## src/rtl/trinary_tx_pkg.sv

```systemverilog
package trinary_tx_pkg;
  typedef enum logic [1:0] {
    SYM_ZERO = 2'd0,
    SYM_ONE  = 2'd1,
    SYM_OPEN = 2'd2
  } sym_t;

  typedef enum logic [1:0] {
    ST_IDLE = 2'd0,
    ST_LEAD = 2'd1,
    ST_DATA = 2'd2,
    ST_GAP  = 2'd3
  } seq_st_t;
endpackage

```

## src/rtl/trit_tx_seq.sv

```systemverilog
module trit_tx_seq
  import trinary_tx_pkg::*;
#(
  parameter int PINS       = 9,
  parameter int SLOT_TICKS = 4,
  parameter int GAP_BITS   = 3,
  localparam int BIT_TICKS = 2 * SLOT_TICKS,
  localparam int PH_W      = $clog2(BIT_TICKS),
  localparam int IDX_W     = (PINS > 1) ? $clog2(PINS) : 1
) (
  input  logic             clk,
  input  logic             rst_n,
  input  logic             tick,
  input  logic             tx_en_n,
  output seq_st_t          st,
  output logic [PH_W-1:0]  phase,
  output logic             word,
  output logic [IDX_W-1:0] cls_idx,
  output logic             lo_stb,
  output logic             hi_stb,
  output logic             pull_up
);
  localparam int GAP_W = $clog2(GAP_BITS + 1);
  localparam logic [PH_W-1:0]  PH_LAST = PH_W'(BIT_TICKS - 1);
  localparam logic [PH_W-1:0]  PH_LEAD = PH_W'(BIT_TICKS - 4);
  localparam logic [PH_W-1:0]  PH_LO   = PH_W'(BIT_TICKS - 3);
  localparam logic [PH_W-1:0]  PH_PU   = PH_W'(BIT_TICKS - 2);
  localparam logic [IDX_W-1:0] IDX_LAST = IDX_W'(PINS - 1);
  localparam logic [GAP_W-1:0] GAP_LAST = GAP_W'(GAP_BITS - 1);

  logic [IDX_W-1:0] bit_idx;
  logic [GAP_W-1:0] gap_cnt;
  logic             cls_en;

  // a classification window is open when a data bit follows the current bit time
  always_comb begin
    cls_en  = (st == ST_LEAD) ||
              (st == ST_DATA && bit_idx != IDX_LAST) ||
              (st == ST_GAP  && gap_cnt == GAP_LAST);
    cls_idx = (st == ST_DATA) ? bit_idx + IDX_W'(1) : '0;
    pull_up = cls_en && (phase >= PH_PU);
    lo_stb  = tick && cls_en && (phase == PH_LO);
    hi_stb  = tick && cls_en && (phase == PH_LAST);
  end

  always_ff @(posedge clk or negedge rst_n) begin
    if (!rst_n) begin
      st      <= ST_IDLE;
      phase   <= '0;
      bit_idx <= '0;
      gap_cnt <= '0;
      word    <= 1'b0;
    end else if (tick) begin
      unique case (st)
        ST_IDLE: begin
          if (!tx_en_n) begin
            st      <= ST_LEAD;
            phase   <= PH_LEAD;
            bit_idx <= '0;
            gap_cnt <= '0;
            word    <= 1'b0;
          end
        end
        ST_LEAD: begin
          if (phase == PH_LAST) begin
            st    <= ST_DATA;
            phase <= '0;
          end else begin
            phase <= phase + PH_W'(1);
          end
        end
        ST_DATA: begin
          if (phase == PH_LAST) begin
            phase <= '0;
            if (bit_idx == IDX_LAST) begin
              bit_idx <= '0;
              gap_cnt <= '0;
              if (!word) begin
                st   <= ST_GAP;
                word <= 1'b1;
              end else if (!tx_en_n) begin
                st   <= ST_GAP;
                word <= 1'b0;
              end else begin
                st   <= ST_IDLE;
                word <= 1'b0;
              end
            end else begin
              bit_idx <= bit_idx + IDX_W'(1);
            end
          end else begin
            phase <= phase + PH_W'(1);
          end
        end
        ST_GAP: begin
          if (phase == PH_LAST) begin
            phase <= '0;
            if (gap_cnt == GAP_LAST) begin
              st      <= ST_DATA;
              gap_cnt <= '0;
            end else begin
              gap_cnt <= gap_cnt + GAP_W'(1);
            end
          end else begin
            phase <= phase + PH_W'(1);
          end
        end
        default: st <= ST_IDLE;
      endcase
    end
  end
endmodule

```

## src/rtl/trit_tx_classify.sv

```systemverilog
module trit_tx_classify
  import trinary_tx_pkg::*;
#(
  parameter int PINS = 9,
  localparam int IDX_W = (PINS > 1) ? $clog2(PINS) : 1
) (
  input  logic             clk,
  input  logic             rst_n,
  input  logic [PINS-1:0]  pin_in,
  input  logic [IDX_W-1:0] cls_idx,
  input  logic             lo_stb,
  input  logic             hi_stb,
  output sym_t             sym
);
  logic pin_sel;
  logic lo_q;

  always_comb begin
    pin_sel = 1'b0;
    for (int i = 0; i < PINS; i++) begin
      if (cls_idx == IDX_W'(i)) pin_sel = pin_in[i];
    end
  end

  always_ff @(posedge clk or negedge rst_n) begin
    if (!rst_n) begin
      lo_q <= 1'b0;
      sym  <= SYM_ZERO;
    end else begin
      if (lo_stb) lo_q <= pin_sel;
      if (hi_stb) begin
        if (lo_q && pin_sel)        sym <= SYM_ONE;
        else if (!lo_q && !pin_sel) sym <= SYM_ZERO;
        else                        sym <= SYM_OPEN;
      end
    end
  end
endmodule

```

## src/rtl/trit_tx_pulse.sv

```systemverilog
module trit_tx_pulse
  import trinary_tx_pkg::*;
#(
  parameter int SLOT_TICKS = 4,
  parameter int SHORT_HI   = 1,
  parameter int LONG_HI    = 3,
  localparam int PH_W      = $clog2(2 * SLOT_TICKS)
) (
  input  logic            in_data,
  input  logic [PH_W-1:0] phase,
  input  sym_t            sym,
  output logic            ser_out
);
  localparam logic [PH_W-1:0] SLOT_W  = PH_W'(SLOT_TICKS);
  localparam logic [PH_W-1:0] SHORT_W = PH_W'(SHORT_HI);
  localparam logic [PH_W-1:0] LONG_W  = PH_W'(LONG_HI);

  logic            second;
  logic [PH_W-1:0] sub;
  logic            is_long;

  always_comb begin
    second  = (phase >= SLOT_W);
    sub     = second ? phase - SLOT_W : phase;
    is_long = second ? (sym == SYM_ONE) : (sym != SYM_ZERO);
    ser_out = in_data && (sub < (is_long ? LONG_W : SHORT_W));
  end
endmodule

```

## src/rtl/trinary_tx_encoder.sv

```systemverilog
module trinary_tx_encoder
  import trinary_tx_pkg::*;
#(
  parameter int PINS       = 9,
  parameter int SLOT_TICKS = 4,
  parameter int SHORT_HI   = 1,
  parameter int LONG_HI    = 3,
  parameter int GAP_BITS   = 3
) (
  input  logic            clk,
  input  logic            rst_n,
  input  logic            tick,
  input  logic            tx_en_n,
  input  logic [PINS-1:0] pin_in,
  output logic            pull_up,
  output logic            ser_out
);
  localparam int PH_W  = $clog2(2 * SLOT_TICKS);
  localparam int IDX_W = (PINS > 1) ? $clog2(PINS) : 1;

  seq_st_t          seq_st;
  logic [PH_W-1:0]  seq_phase;
  logic             seq_word;
  logic [IDX_W-1:0] cls_idx;
  logic             lo_stb;
  logic             hi_stb;
  sym_t             sym;

  trit_tx_seq #(.PINS(PINS), .SLOT_TICKS(SLOT_TICKS), .GAP_BITS(GAP_BITS)) u_seq (
    .clk(clk), .rst_n(rst_n), .tick(tick), .tx_en_n(tx_en_n),
    .st(seq_st), .phase(seq_phase), .word(seq_word), .cls_idx(cls_idx),
    .lo_stb(lo_stb), .hi_stb(hi_stb), .pull_up(pull_up)
  );

  trit_tx_classify #(.PINS(PINS)) u_cls (
    .clk(clk), .rst_n(rst_n), .pin_in(pin_in), .cls_idx(cls_idx),
    .lo_stb(lo_stb), .hi_stb(hi_stb), .sym(sym)
  );

  trit_tx_pulse #(.SLOT_TICKS(SLOT_TICKS), .SHORT_HI(SHORT_HI), .LONG_HI(LONG_HI)) u_pulse (
    .in_data(seq_st == ST_DATA), .phase(seq_phase), .sym(sym), .ser_out(ser_out)
  );
endmodule

```

## config.mk

```make
export PLATFORM = sky130hd
export DESIGN_NAME = trinary_tx_encoder
export DESIGN_NICKNAME = d
export VERILOG_FILES = /design/src/rtl/trinary_tx_pkg.sv /design/src/rtl/trit_tx_seq.sv /design/src/rtl/trit_tx_classify.sv /design/src/rtl/trit_tx_pulse.sv /design/src/rtl/trinary_tx_encoder.sv
export SDC_FILE = /design/constraint.sdc
export NUM_CORES = 1
export LEC_CHECK = 0
export BUFFER_PORTS_ARGS = -buffer_cell sky130_fd_sc_hd__buf_2
export CAP_MARGIN = 10
export CORE_MARGIN = 10
export CORE_UTILIZATION = 43
export DETAILED_ROUTE_END_ITERATION = 10
export PLACE_DENSITY = 0.72
export SLEW_MARGIN = 20
export SYNTH_ARGS = -nofsm -noshare
export SYNTH_HDL_FRONTEND = slang
export SYNTH_SLANG_ARGS = --single-unit
```

## constraint.sdc

```tcl
create_clock -name clk -period 4.52 [get_ports clk]
set_input_delay 0.452 -clock clk [delete_from_list [all_inputs] [get_ports clk]]
set_output_delay 0.452 -clock clk [all_outputs]
set_load 0.005 [all_outputs]
```

## Yosys cells after proc, flatten, opt, wreduce, memory -nomap -nowiden

Cells that the tools add are included.

- Output and inout port bits: 2
- Word-level logic and storage cells: 103
- Register bits: 15
- Input port bits: 13

- Reduce and logical (&&, ||, !) cells: 24
- Mux-type cells: 42
- Equality and inequality tests: 23
- Order comparisons: 3
- Add/subtract/negate cells: 4

Operators with widths:

| cell | count |
|---|---|
| 2-to-1 mux 2 bit | 16 |
| equality test 4 x 3 -> 1 bit (second input constant) | 4 |
| 2-to-1 mux 4 bit | 4 |
| 2-to-1 mux 1 bit | 14 |
| inequality test 2 bit (second input constant) | 6 |
| logical AND 1 bit | 9 |
| 2-to-1 mux 3 bit | 3 |
| equality test 4 x 2 -> 1 bit (second input constant) | 2 |
| equality test 4 bit (second input constant) | 2 |
| one-hot mux 2 bit (4 select lines) | 1 |
| one-hot mux 4 bit (2 select lines) | 1 |
| AND reduction 7 bit | 1 |
| equality test 2 bit (second input constant) | 3 |
| equality test 3 bit (second input constant) | 2 |
| >= comparator 3 bit (second input constant) | 2 |
| one-hot mux 2 bit (3 select lines) | 1 |
| one-hot mux 3 bit (2 select lines) | 1 |
| AND reduction 6 bit | 1 |
| AND reduction 5 bit | 1 |
| adder 4 x 1 -> 4 bit (second input constant) | 1 |
| equality test 2 x 1 -> 1 bit (second input constant) | 2 |
| equality test 4 x 1 -> 1 bit (second input constant) | 1 |
| zero test 4 bit | 1 |
| inequality test 4 bit (second input constant) | 1 |
| 13 further kinds | 16 |

## Logic depth before layout (Yosys ltp)

Gate-level depths: netlist of the first run.

- Depth in word-level cells: 16
- Depth in mapped cells: 9
- Depth with buffers taken out: 8

## Hierarchy

From an unflattened synthesis of the first run, not the netlist that was laid out.

- Cell total of the unflattened synthesis: 110
- Area, all modules: 1,113.6 µm²

By module, submodules not included:

| module | cells each | area each (µm²) | times used | sequential area each (µm²) |
|---|---|---|---|---|
| trit_tx_seq | 84 | 828.3 | 1 | 300.3 |
| trit_tx_classify | 20 | 229.0 | 1 | 75.1 |
| trit_tx_pulse | 5 | 42.5 | 1 | 0.0 |
| trinary_tx_encoder | 1 | 13.8 | 1 | 0.0 |

## Worst setup path before layout of the first run

No wires, ideal clock.

- Path type: register to register
- From: register u_seq.bit_idx[0]
- To: register u_cls.sym[1]
- Clock period less this slack: 2.198 ns
- Data required time: 4.392 ns
- Slack: 2.322 ns
- Arrival: 2.070 ns
- Setup time: 0.128 ns
- Path buffers: 1
- Cell stages (with the launch flop): 10
- Path through: dfrtp_1 -> buf_6 -> inv_1 -> ha_1 -> mux4_1 -> nand3_1 -> o41ai_1 -> mux2_2 -> ha_1 -> mux2_1

- Longest elaborated chain between the ends: 16
- Elaborated cells on any way between the ends: 31
- Those cells by class: 1 x add/sub; 9 x eq/ne; 12 x mux; 9 x reduce/logical

RTL lines:

| element | RTL line | text |
|---|---|---|
| start, declared | trit_tx_seq.sv:31 | `logic [IDX_W-1:0] bit_idx;` |
| start signal, assigned | trit_tx_seq.sv:89 | `bit_idx <= bit_idx + IDX_W'(1);` |
| adder 4 x 1 -> 4 bit | trit_tx_seq.sv:40 | `cls_idx = (st == ST_DATA) ? bit_idx + IDX_W'(1) : '0;` |
| 2-to-1 mux 4 bit | trit_tx_seq.sv:40 |  |
| zero test 4 bit | trit_tx_classify.sv:21 | `if (cls_idx == IDX_W'(i)) pin_sel = pin_in[i];` |
| 2-to-1 mux 1 bit (9 in series) | trit_tx_classify.sv:21 |  |
| zero test 1 bit | trit_tx_classify.sv:33 | `else if (!lo_q && !pin_sel) sym <= SYM_ZERO;` |
| logical AND 1 bit | trit_tx_classify.sv:33 |  |
| 2-to-1 mux 2 bit | trit_tx_classify.sv:33 |  |
| 2-to-1 mux 2 bit | trit_tx_classify.sv:32 | `if (lo_q && pin_sel) sym <= SYM_ONE;` |
| end signal, assigned | trit_tx_classify.sv:32 |  |
| end signal, assigned | trit_tx_classify.sv:33 |  |
| end signal, assigned | trit_tx_classify.sv:34 | `else sym <= SYM_OPEN;` |
| end, declared | trit_tx_classify.sv:13 | `output sym_t sym` |

Several ways; a longest one is shown, not always the timed one.
A chain may end at the register's enable or synchronous reset.

## Worst setup path after layout of the first run

- From: register u_seq.bit_idx[0]
- To: output pull_up

- Longest elaborated chain between the ends: 5

RTL lines:

| element | RTL line | text |
|---|---|---|
| inequality test 4 bit | trit_tx_seq.sv:38 | `(st == ST_DATA && bit_idx != IDX_LAST) \|\|` |
| logical AND 1 bit | trit_tx_seq.sv:38 |  |
| logical OR 1 bit | trit_tx_seq.sv:37 | `cls_en = (st == ST_LEAD) \|\|` |
| logical OR 1 bit | trit_tx_seq.sv:38 |  |
| logical AND 1 bit | trit_tx_seq.sv:41 | `pull_up = cls_en && (phase >= PH_PU);` |
| end, declared | trinary_tx_encoder.sv:15 | `output logic pull_up,` |

No other way between the ends.

==> metrics, run 1 <==
P_int 363.0 uW; wl on met1 976 microns; Rows 17; Clock Power Share 12.4%; status finished, final reports clean; Synth Flop Type dfrtp_1; Setup crit start u_seq.bit_idx[0]; vias per cell 5.593; CTS tree done; Worst Path Class, Setup reg -> out; # clock sinks 15; TritonCTS Buffers 3; critical-path cell list inv_1, ha_1, and3b_1, nor2_1, a22oi_2, nor3_1, buf_2; IO Pins 15; Die Span Y 68.61 microns; count of final max-slew check failures 0; Die X-Extent 68.61 microns; worst r2r src u_seq.bit_idx[0]; Syn Nets 129; clock skew 5.602 ps; Met3 Wirelength 177 microns; WL met2 990 microns; fin crit share 53.99%; Flop pwr share 40.5%; # diodes 0; Sw Pwr 255.1 uW; post_cts resized 0; syn avg cell area 9.321 sq um; Fin. Hold Viols 0; Highest Clock Rate 409.8 MHz; WHS 55.77 ps; final net count 143; GRT overflow 0; root buffer cell clkbuf_4; RSZ-0062 raised after global routing no; Routed Wire Length 2188 microns; gr usage total 10.10%; Port Buf Inserts 14; layout cells sized above 1 19.67%; design area 1120 sq um; DR top layer met4; slack of the critical path 2080 ps; First DRT Iteration DRCs 25; Initial Utilization 45.49%; Final Critical Period 2440 ps; GP Congestion 0.8755; Finish-stage setup viols 0; MaxCap Viol Count 0; pre-CTS setup slack 2135 ps; hold_buf cts 0; P&R area growth vs syn 10.22%; Worst Hold Class in -> async; maximum clock insertion buffer count 2; Clock transition at path regs 90 ps; RR Endpoint u_cls.sym[1]; Post-DP HPWL 1698 microns; Max-slew headroom 72.84%; Slowest-stage cell, CP dfrtp_1; Power Density 552.0 nW/um^2; htree depth 1; R2R cell count 8; Crit path max-delay family simple AND/OR/NAND/NOR gates; Distinct cells, synth 37; Die ar. 4707 sq um; CP endpoint kind primary output; CP peak stage delay 500 ps; Buf+Inv Stages, Crit Path 2; register area share after synthesis 36.95%; DP Area 1094 sq um; Setup TNS Final 0 ps; vias in the first global route 861; initial antenna violation count 0; routed len/inst 14.59 microns; Seq. cell area 375.4 sq um; DRC 0; global-route wire length before repair 3650 microns; commonest non-fill, non-tap cells in the layout 15 x dfrtp_1, 14 x buf_2, 12 x nand2_1; worst vdd ir 0.2714 mV; Setup Fix Bufs, Post-CTS 0; Clock Latency Late Sink 280 ps; Reg2Reg Setup Slack 2120 ps; commonest non-fill, non-tap cell in the layout dfrtp_1; Core ar. 2233 sq um; Synth Instances 109; area of the multi-input gates 590.6 sq um; static leakage 0.0005460 uW; fillers 226; Worst-Margin Slew 403.1 ps; ys async rst share 100.0%; via count 839; cell area after synthesis 1016 sq um; EDFF count, synth 0; largest net degree at the start of global routing 16; critical path peak fanout 8; crit start category flip-flop; worst endpoint required time 4070 ps; Comb pwr share 47.1%; Power Total 618.1 uW; synth warn 0; drt pass-1 iters 4; WP data arrival 1990 ps; remaining antenna violation count 0; Sw Ratio 41.27%; Seq cells post-synth 15
[metal layers]
metal  vias up  GRT usage [%]
met4         0          5.276
met3         6          3.704
li1        413              -
met5         -              0
met1       399          11.00
met2        21          16.82
[synthesized netlist by cell type (all sizes together), types with 2 or more instances]
| master | n | area (sq um) |
|---|---|---|
| buf | 2 | 16.26 |
| dfrtp | 15 | 375.4 |
| a22o | 3 | 26.28 |
| or2b | 2 | 16.27 |
| ha | 7 | 87.58 |
| clkbuf | 3 | 11.26 |
| a21oi | 3 | 15.01 |
| nand2 | 12 | 45.04 |
| mux2i | 3 | 30.03 |
| nor2 | 11 | 41.29 |
| mux2 | 5 | 60.05 |
| nor3 | 5 | 25.02 |
| xor2 | 2 | 17.52 |
| inv | 6 | 22.52 |
| a21o | 3 | 22.52 |
| o31ai | 2 | 15.01 |
| nand3 | 6 | 30.03 |
| o21ai | 4 | 20.02 |
[through the flow]
stage | instances | utilization [%]
after floorplan | 109 | -
after global placement | 146 | 48.96
after detailed placement | 146 | 48.96
after CTS | 150 | 50.14
after global routing | 150 | 50.14
final | 150 | 50.14
[cell type report]
cell class / instances / area share, %
multi-input cells: 83 / 52.74
flip-flops and latches: 15 / 33.52
repair buffers: 14 / 6.257
well taps: 28 / 3.129
clock buffers: 4 / 2.346
inverters: 6 / 2.011
[kinds of logic (layout without fill, tap and decap cells)]
family | count (synthesis) | count (layout) | share of synthesized area, %
and+or+nand+nor | 45 | 45 | 22.05
adders and majority gates | 7 | 7 | 8.620
DFF | 15 | 15 | 36.95
muxes | 9 | 9 | 11.45
AOI/OAI and AO/OA | 20 | 20 | 14.29
buffers and inverters | 11 | 24 | 4.925
xor gates and xnor gates | 2 | 2 | 1.724
[power groups by stage]
| stage | Clock (uW) | Sequential, uW | Combinational [uW] |
|---|---|---|---|
| 2_1_floorplan | 0 | 216 | 257 |
| 4_1_cts | 80.6 | 250 | 295 |
| 5_1_grt | 85.5 | 258 | 336 |
| 6_report | 76.8 | 250 | 291 |
| 3_3_place_gp | 0 | 248 | 282 |
| 3_5_place_dp | 0 | 253 | 293 |
[how the worst max path moves through the flow]
stage,end,slack (ps),depth (start not counted)
2_1_floorplan,u_cls.sym[1],2320,9
3_3_place_gp,u_cls.sym[1],2210,8
3_5_place_dp,u_cls.sym[1],2140,8
4_1_cts,pull_up,2060,7
5_1_grt,pull_up,1910,7
6_report,pull_up,2080,7
[flip-flops by register name (all words and copies together), names as in the netlist]
signal	count
u_cls.lo_q	1
u_cls.sym	2
u_seq.bit_idx	4
u_seq.gap_cnt	2
u_seq.phase	3
u_seq.st	2
u_seq.word	1
No activity file was read; power rests on OpenSTA's default activity.
==> run 2: changes to the inputs <==
--- a/config.mk
+++ b/config.mk
@@ -10,7 +10,7 @@
 export CORE_MARGIN = 10
 export CORE_UTILIZATION = 43
 export DETAILED_ROUTE_END_ITERATION = 10
-export PLACE_DENSITY = 0.72
+export PLACE_DENSITY = 0.74
 export SLEW_MARGIN = 20
 export SYNTH_ARGS = -nofsm -noshare
 export SYNTH_HDL_FRONTEND = slang
==> constraint.sdc (replaced) <==
create_clock -name clk -period 2.1 [get_ports clk]
set_input_delay 0.21 -clock clk [delete_from_list [all_inputs] [get_ports clk]]
set_output_delay 0.21 -clock clk [all_outputs]
set_load 0.005 [all_outputs]
==> run 2 against run 1 <==
  * Sequential power increased by 100%
  * Sequential cell count unchanged
  * Critical path depth increased by 1
  * Die area unchanged
  * Core utilization increased by 7.8 points
  * First-iteration DRC count increased by 80%
  * Critical endpoint is now u_cls.sym[1]
  * Largest power group unchanged
==> metrics, run 2 (synthesized netlist as in run 1, its figures left out) <==
status finished, final reports clean; pre-CTS setup slack -120.4 ps; vias in the first global route 936; area of the multi-input gates 655.6 sq um; remaining antenna violation count 0; WHS Path Cells 3; number of flip-flops in the largest register 4; root buffer cell clkbuf_4; worst r2r src u_seq.bit_idx[0]; clock skew 13.06 ps; gr usage total 10.88%; global-route wire length before repair 3939 microns; vias per cell 5.427; Die Span Y 68.61 microns; Initial Utilization 45.49%; Highest Clock Rate 480.1 MHz; final net count 157; MaxCap Viol Count 0; CP endpoint kind flip-flop; Largest Register u_seq.bit_idx; Slowest-stage cell, CP dfrtp_2; commonest non-fill, non-tap cell in the layout buf_2; Port Buf Inserts 14; Worst-Margin Slew 345.6 ps; First DRT Iteration DRCs 45; Final Critical Period 2083 ps; fin crit share 99.19%; Rows 17; CP peak stage delay 440 ps; Finish-stage setup viols 0; DRC 0; Final Non-Filler Cells 164; commonest non-fill, non-tap cells in the layout 14 x buf_2, 13 x buf_4, 13 x dfrtp_1; slack of the critical path 16.99 ps; largest net degree at the start of global routing 16; Seq. cell area 377.9 sq um; Clock transition at path regs 100 ps; Die ar. 4707 sq um; critical-path cell list inv_2, ha_4, mux4_2, nand3_2, o41ai_2, mux2_4, ha_4, mux2_4; Clock Latency Late Sink 290 ps; worst endpoint required time 2290 ps; Post-DP HPWL 1865 microns; IO Pins 15; Fin. Hold Viols 0; # diodes 0; Core ar. 2233 sq um; static leakage 0.0006219 uW; via count 890; GP Congestion 0.8732; htree depth 1; crit start category flip-flop; TritonCTS Buffers 3; Placed Instances 156; RR Endpoint u_cls.sym[1]; fillers 198; Die X-Extent 68.61 microns; R2R cell count 8; maximum clock insertion buffer count 2; # clock sinks 15; Worst Path Class, Setup reg -> reg; drt pass-1 iters 4; GRT overflow 0; Crit path max-delay family multiplexers; Top Registers u_seq.bit_idx (4), u_seq.phase (3); routed len/inst 14.73 microns; critical path peak fanout 6; worst vdd ir 0.6222 mV; WP data arrival 2270 ps; Worst Hold Class in -> reg; layout cells sized above 1 37.50%; initial antenna violation count 0; hold path start tick; Routed Wire Length 2415 microns; Power Density 1231 nW/um^2; CTS tree done; Buf+Inv Stages, Crit Path 1; Worst Hold End u_seq.st[1]; Reg2Reg Setup Slack 20 ps; P&R area growth vs syn 27.46%; Max-slew headroom 76.96%; RSZ-0062 raised after global routing yes; count of final max-slew check failures 0
## run 2: changes by cell type in the layout (fill, tap and decap cells not counted), sizes merged
cell	before	now
dlygate4sd3	0	1
buf	14	27
## run 2: layout make-up
cell class                      count  area share, %
Tap cell                           28          2.705
Multi-Input combinational cell     83          50.63
Inverter                            6          1.739
Sequential cell                    15          29.18
Clock buffer                        4          2.029
Timing Repair Buffer               28          13.72
## run 2: worst max path at each step
stage                      from      endpoint  slack, ps  cells after the start
2_1_floorplan  u_seq.bit_idx[0]  u_cls.sym[1]         10                      9
3_3_place_gp   u_seq.bit_idx[0]  u_cls.sym[1]        -70                      7
5_1_grt        u_seq.bit_idx[0]  u_cls.sym[1]        -40                      8
3_5_place_dp   u_seq.bit_idx[0]  u_cls.sym[1]       -120                      7
6_report       u_seq.bit_idx[0]  u_cls.sym[1]         20                      8
4_1_cts        u_seq.bit_idx[0]  u_cls.sym[1]          2                      8
## run 2: tightest hold or removal path, delay by kind of cell
kind / cells / cell delay [ps]
buf+inv: 1 / 160
simple gates: 2 / 170
## run 2: metal layers
metal | global-route usage, % | up-vias | part of all wire (%)
met3 | 4.187 | 2 | 5.3
met2 | 19.24 | 20 | 52
met5 | 0 | - | 0
met1 | 11.61 | 424 | 42
li1 | - | 444 | -
met4 | 3.518 | 0 | 0.17
## run 2: what timing repair did
action	CTS	global route
endpoints found under the setup margin	2	4
buffers inserted	2	1
pin swaps	3	2
endpoints found under the hold margin	15	0
resized for setup	8	4
hold buffers	1	0
## run 2: power breakdown
part / internal [uW] / leakage (uW) / total [uW] / switching, uW
sequential: 395 / 0.000184 / 505 / 110
combinational: 488 / 0.000423 / 922 / 434
clock: 73.8 / 0.0000150 / 168 / 94.2
total: 957 / 0.000622 / 1590 / 638
## run 2: stage by stage
| stage | power, uW | instance area [sq um] | hold WS (ps) | util (%) | setup TNS, ps |
|---|---|---|---|---|---|
| after floorplan | 1065 | 1045 | -85.59 | - | 0 |
| final | 1595 | 1295 | 298.7 | 57.98 | 0 |
| after detailed placement | 1332 | 1197 | 136.5 | 53.61 | -122.6 |
| after global routing | 1732 | 1295 | 280.7 | 57.98 | -42.49 |
| after CTS | 1570 | 1275 | 272.6 | 57.09 | 0 |
| after global placement | 1283 | 1197 | 135.5 | 53.61 | -71.54 |
==> run 3: changes to the inputs <==
--- a/config.mk
+++ b/config.mk
@@ -5,10 +5,12 @@
 export SDC_FILE = /design/constraint.sdc
 export NUM_CORES = 1
 export LEC_CHECK = 0
+export ABC_AREA = 1
 export BUFFER_PORTS_ARGS = -buffer_cell sky130_fd_sc_hd__buf_2
 export CAP_MARGIN = 10
 export CORE_MARGIN = 10
 export CORE_UTILIZATION = 43
+export CTS_CLUSTER_SIZE = 40
 export DETAILED_ROUTE_END_ITERATION = 10
 export PLACE_DENSITY = 0.74
 export SLEW_MARGIN = 20
==> run 3 against run 2 <==
  * Cell count grew 14%
  * Sequential cell count is the same
  * Via count grew 11%
  * Clock skew shrank 9.9 ps
  * Total power shrank 4.3%
  * Core utilization shrank 6.0 points
  * Maximum frequency grew 3.2%
  * Clock-buffer cell count is the same
  * Critical endpoint unchanged
==> metrics, run 3 <==
status finished, final reports clean; Worst Path Class, Setup reg -> reg; Synth Flop Type dfrtp_1; worst vdd ir 0.5600 mV; initial antenna violation count 0; Clock Power Share 10.7%; Setup TNS Final 0 ps; # diodes 0; final core utilization 52.01%; htree depth 1; drt pass-1 iters 4; Die X-Extent 70.08 microns; commonest non-fill, non-tap cell in the layout nand2_1; Clock transition at path regs 90 ps; root buffer cell clkbuf_4; global-route wire length before repair 4215 microns; Post-DP HPWL 1920 microns; crit start category flip-flop; Setup crit start u_seq.bit_idx[0]; most numerous cell in the Yosys netlist nand2_1; dominant cell type by area after synthesis dfrtp_1; ys async rst share 100.0%; # clock sinks 15; via count 990; Port Buf Inserts 14; RR Endpoint u_cls.sym[1]; Die Span Y 70.08 microns; Worst-Margin Slew 356.2 ps; maximum clock insertion buffer count 2; Synth Instances 134; design area 1265 sq um; Synth area leaders dfrtp_1 35%, ha_1 8.1%, nand2_1 8.0%, nand3_1 6.0%, inv_1 5.9%; Synth top cells by count 23 x nand2_1, 17 x inv_1, 15 x dfrtp_1; GRT overflow 0; MaxCap Viol Count 0; Comb pwr share 54.6%; worst endpoint required time 2270 ps; layout cells sized above 1 28.03%; P&R area growth vs syn 17.29%; final net count 178; critical path peak fanout 5; TritonCTS Buffers 3; fin crit share 96.12%; DP Area 1201 sq um; Worst Hold Class in -> reg; Power Density 1206 nW/um^2; fillers 243; Rows 18; static leakage 0.0006148 uW; Critical Path End u_cls.sym[1]; gr usage total 10.04%; Sw Pwr 719.5 uW; Crit path top cell by count inv_1; routed len/inst 13.06 microns; Die ar. 4911 sq um; Flop pwr share 34.6%; worst r2r src u_seq.bit_idx[0]; vias in the first global route 1034; Final Critical Period 2018 ps; register area share after synthesis 34.80%; clock skew 3.166 ps; Sw Ratio 47.15%; DRC 0; R2R cell count 14; Clock Latency Late Sink 280 ps; P_int 806.3 uW; CP endpoint kind flip-flop; syn avg cell area 8.049 sq um; WP data arrival 2190 ps; Finish-stage setup viols 0; Fin. Hold Viols 0; Slowest-stage cell, CP dfrtp_1; Top Registers u_seq.bit_idx (4), u_seq.phase (3); Distinct cells, synth 29; Routed Wire Length 2442 microns; synth warn 0; count of final max-slew check failures 0; Syn Nets 154; remaining antenna violation count 0; Core ar. 2432 sq um; number of flip-flops in the largest register 4; Reg2Reg Setup Slack 80 ps; CP peak stage delay 430 ps; CTS tree done; slack of the critical path 81.51 ps; Largest Register u_seq.bit_idx; Initial Utilization 44.34%; commonest non-fill, non-tap cells in the layout 23 x nand2_1, 17 x inv_1, 15 x dfrtp_1; area share of the largest cell type after synthesis 34.80%; Seq cells post-synth 15; cell area after synthesis 1079 sq um; area of the multi-input gates 635.6 sq um; pre-CTS setup slack 73.69 ps; GP Congestion 0.8247; vias per cell 5.294; Highest Clock Rate 495.4 MHz; Max-slew headroom 76.25%; critical-path cell list inv_1, ha_4, inv_1, nor2_4, nand3_1, nand2_1, nor2_1, nand2_1, nand3_2, nand2_1, inv_1, ha_1, inv_1, o21ai_1; IO Pins 15; First DRT Iteration DRCs 35; largest net degree at the start of global routing 16; EDFF count, synth 0; Seq. cell area 375.4 sq um
[run 3: cell count changes in the layout (fill, tap and decap cells not counted), moves of 3 or more]
cell,change
a22o_1,-3
nand3_1,+8
nor2_4,+4
a21oi_1,+4
buf_4,-9
a21o_1,-3
mux2_4,-4
inv_1,+13
a21oi_2,+3
nand2_1,+11
o21ai_0,+5
[run 3: power by group through the flow]
stage                     registers [uW]  logic, uW  clock network [uW]
final                                528        834                 164
after global routing                 545        955                 186
after CTS                            532        791                 171
after detailed placement             539        786                   0
after global placement               525        749                   0
after floorplan                      501        607                   0
[run 3: per-stage QoR]
stage / cells / total power, uW / hold slack [ps]
floorplan: 134 / 1108 / -85.59
global placement: 180 / 1274 / 131.6
detailed placement: 180 / 1324 / 139.4
CTS: 185 / 1495 / 231.9
global route: 187 / 1686 / 256.6
finish: 187 / 1526 / 237.4
[run 3: repair_timing]
item | in CTS | in global routing
setup buffers | 0 | 2
endpoints found under the setup margin | 0 | 2
hold buffers | 1 | 0
endpoints found under the hold margin | 15 | 0
resized for setup | 0 | 1
[run 3: cell type report]
cell class	count	share of cell area [%]
sequential	15	29.67
timing repair buffer	19	8.704
inverter	21	6.330
clock buffer	4	2.077
multi-input combinational	98	50.25
tap	30	2.967
[run 3: cells by family after synthesis]
family | after synthesis | synth area share [%]
adder cells (fa/ha/maj) | 7 | 8.120
AO/OA/AOI/OAI | 27 | 17.29
buffers and inverters | 21 | 7.424
multiplexers | 1 | 0.9281
flip-flops | 15 | 34.80
AND/OR/NAND/NOR | 63 | 31.44
[run 3: worst min-delay path by stage]
stage | startpoint | end | slack (ps) | cells after the start
6_report | tick | u_seq.phase[0] | 240 | 3
5_1_grt | tick | u_seq.phase[0] | 260 | 3
4_1_cts | tick | u_seq.phase[0] | 230 | 3
3_5_place_dp | rst_n | u_seq.st[1] | 140 | 1
3_3_place_gp | rst_n | u_seq.st[0] | 130 | 1
2_1_floorplan | rst_n | u_cls.lo_q | -90 | 0
[run 3: critical path: cells and delay by family, from the launching register on]
family | cells | cell delay, ps
fa+ha+maj | 2 | 570
flops | 1 | 430
simple gates | 7 | 560
compound gates | 1 | 60
buf+inv | 4 | 280
[run 3: routing by layer]
metal / vias to the layer above / routed length (microns) / GRT usage, %
met2: 18 / 1271 / 17.52
met3: 2 / 104 / 2.825
met4: 0 / 35 / 5.702
met5: - / 0 / 0
li1: 492 / - / -
met1: 478 / 1031 / 10.49
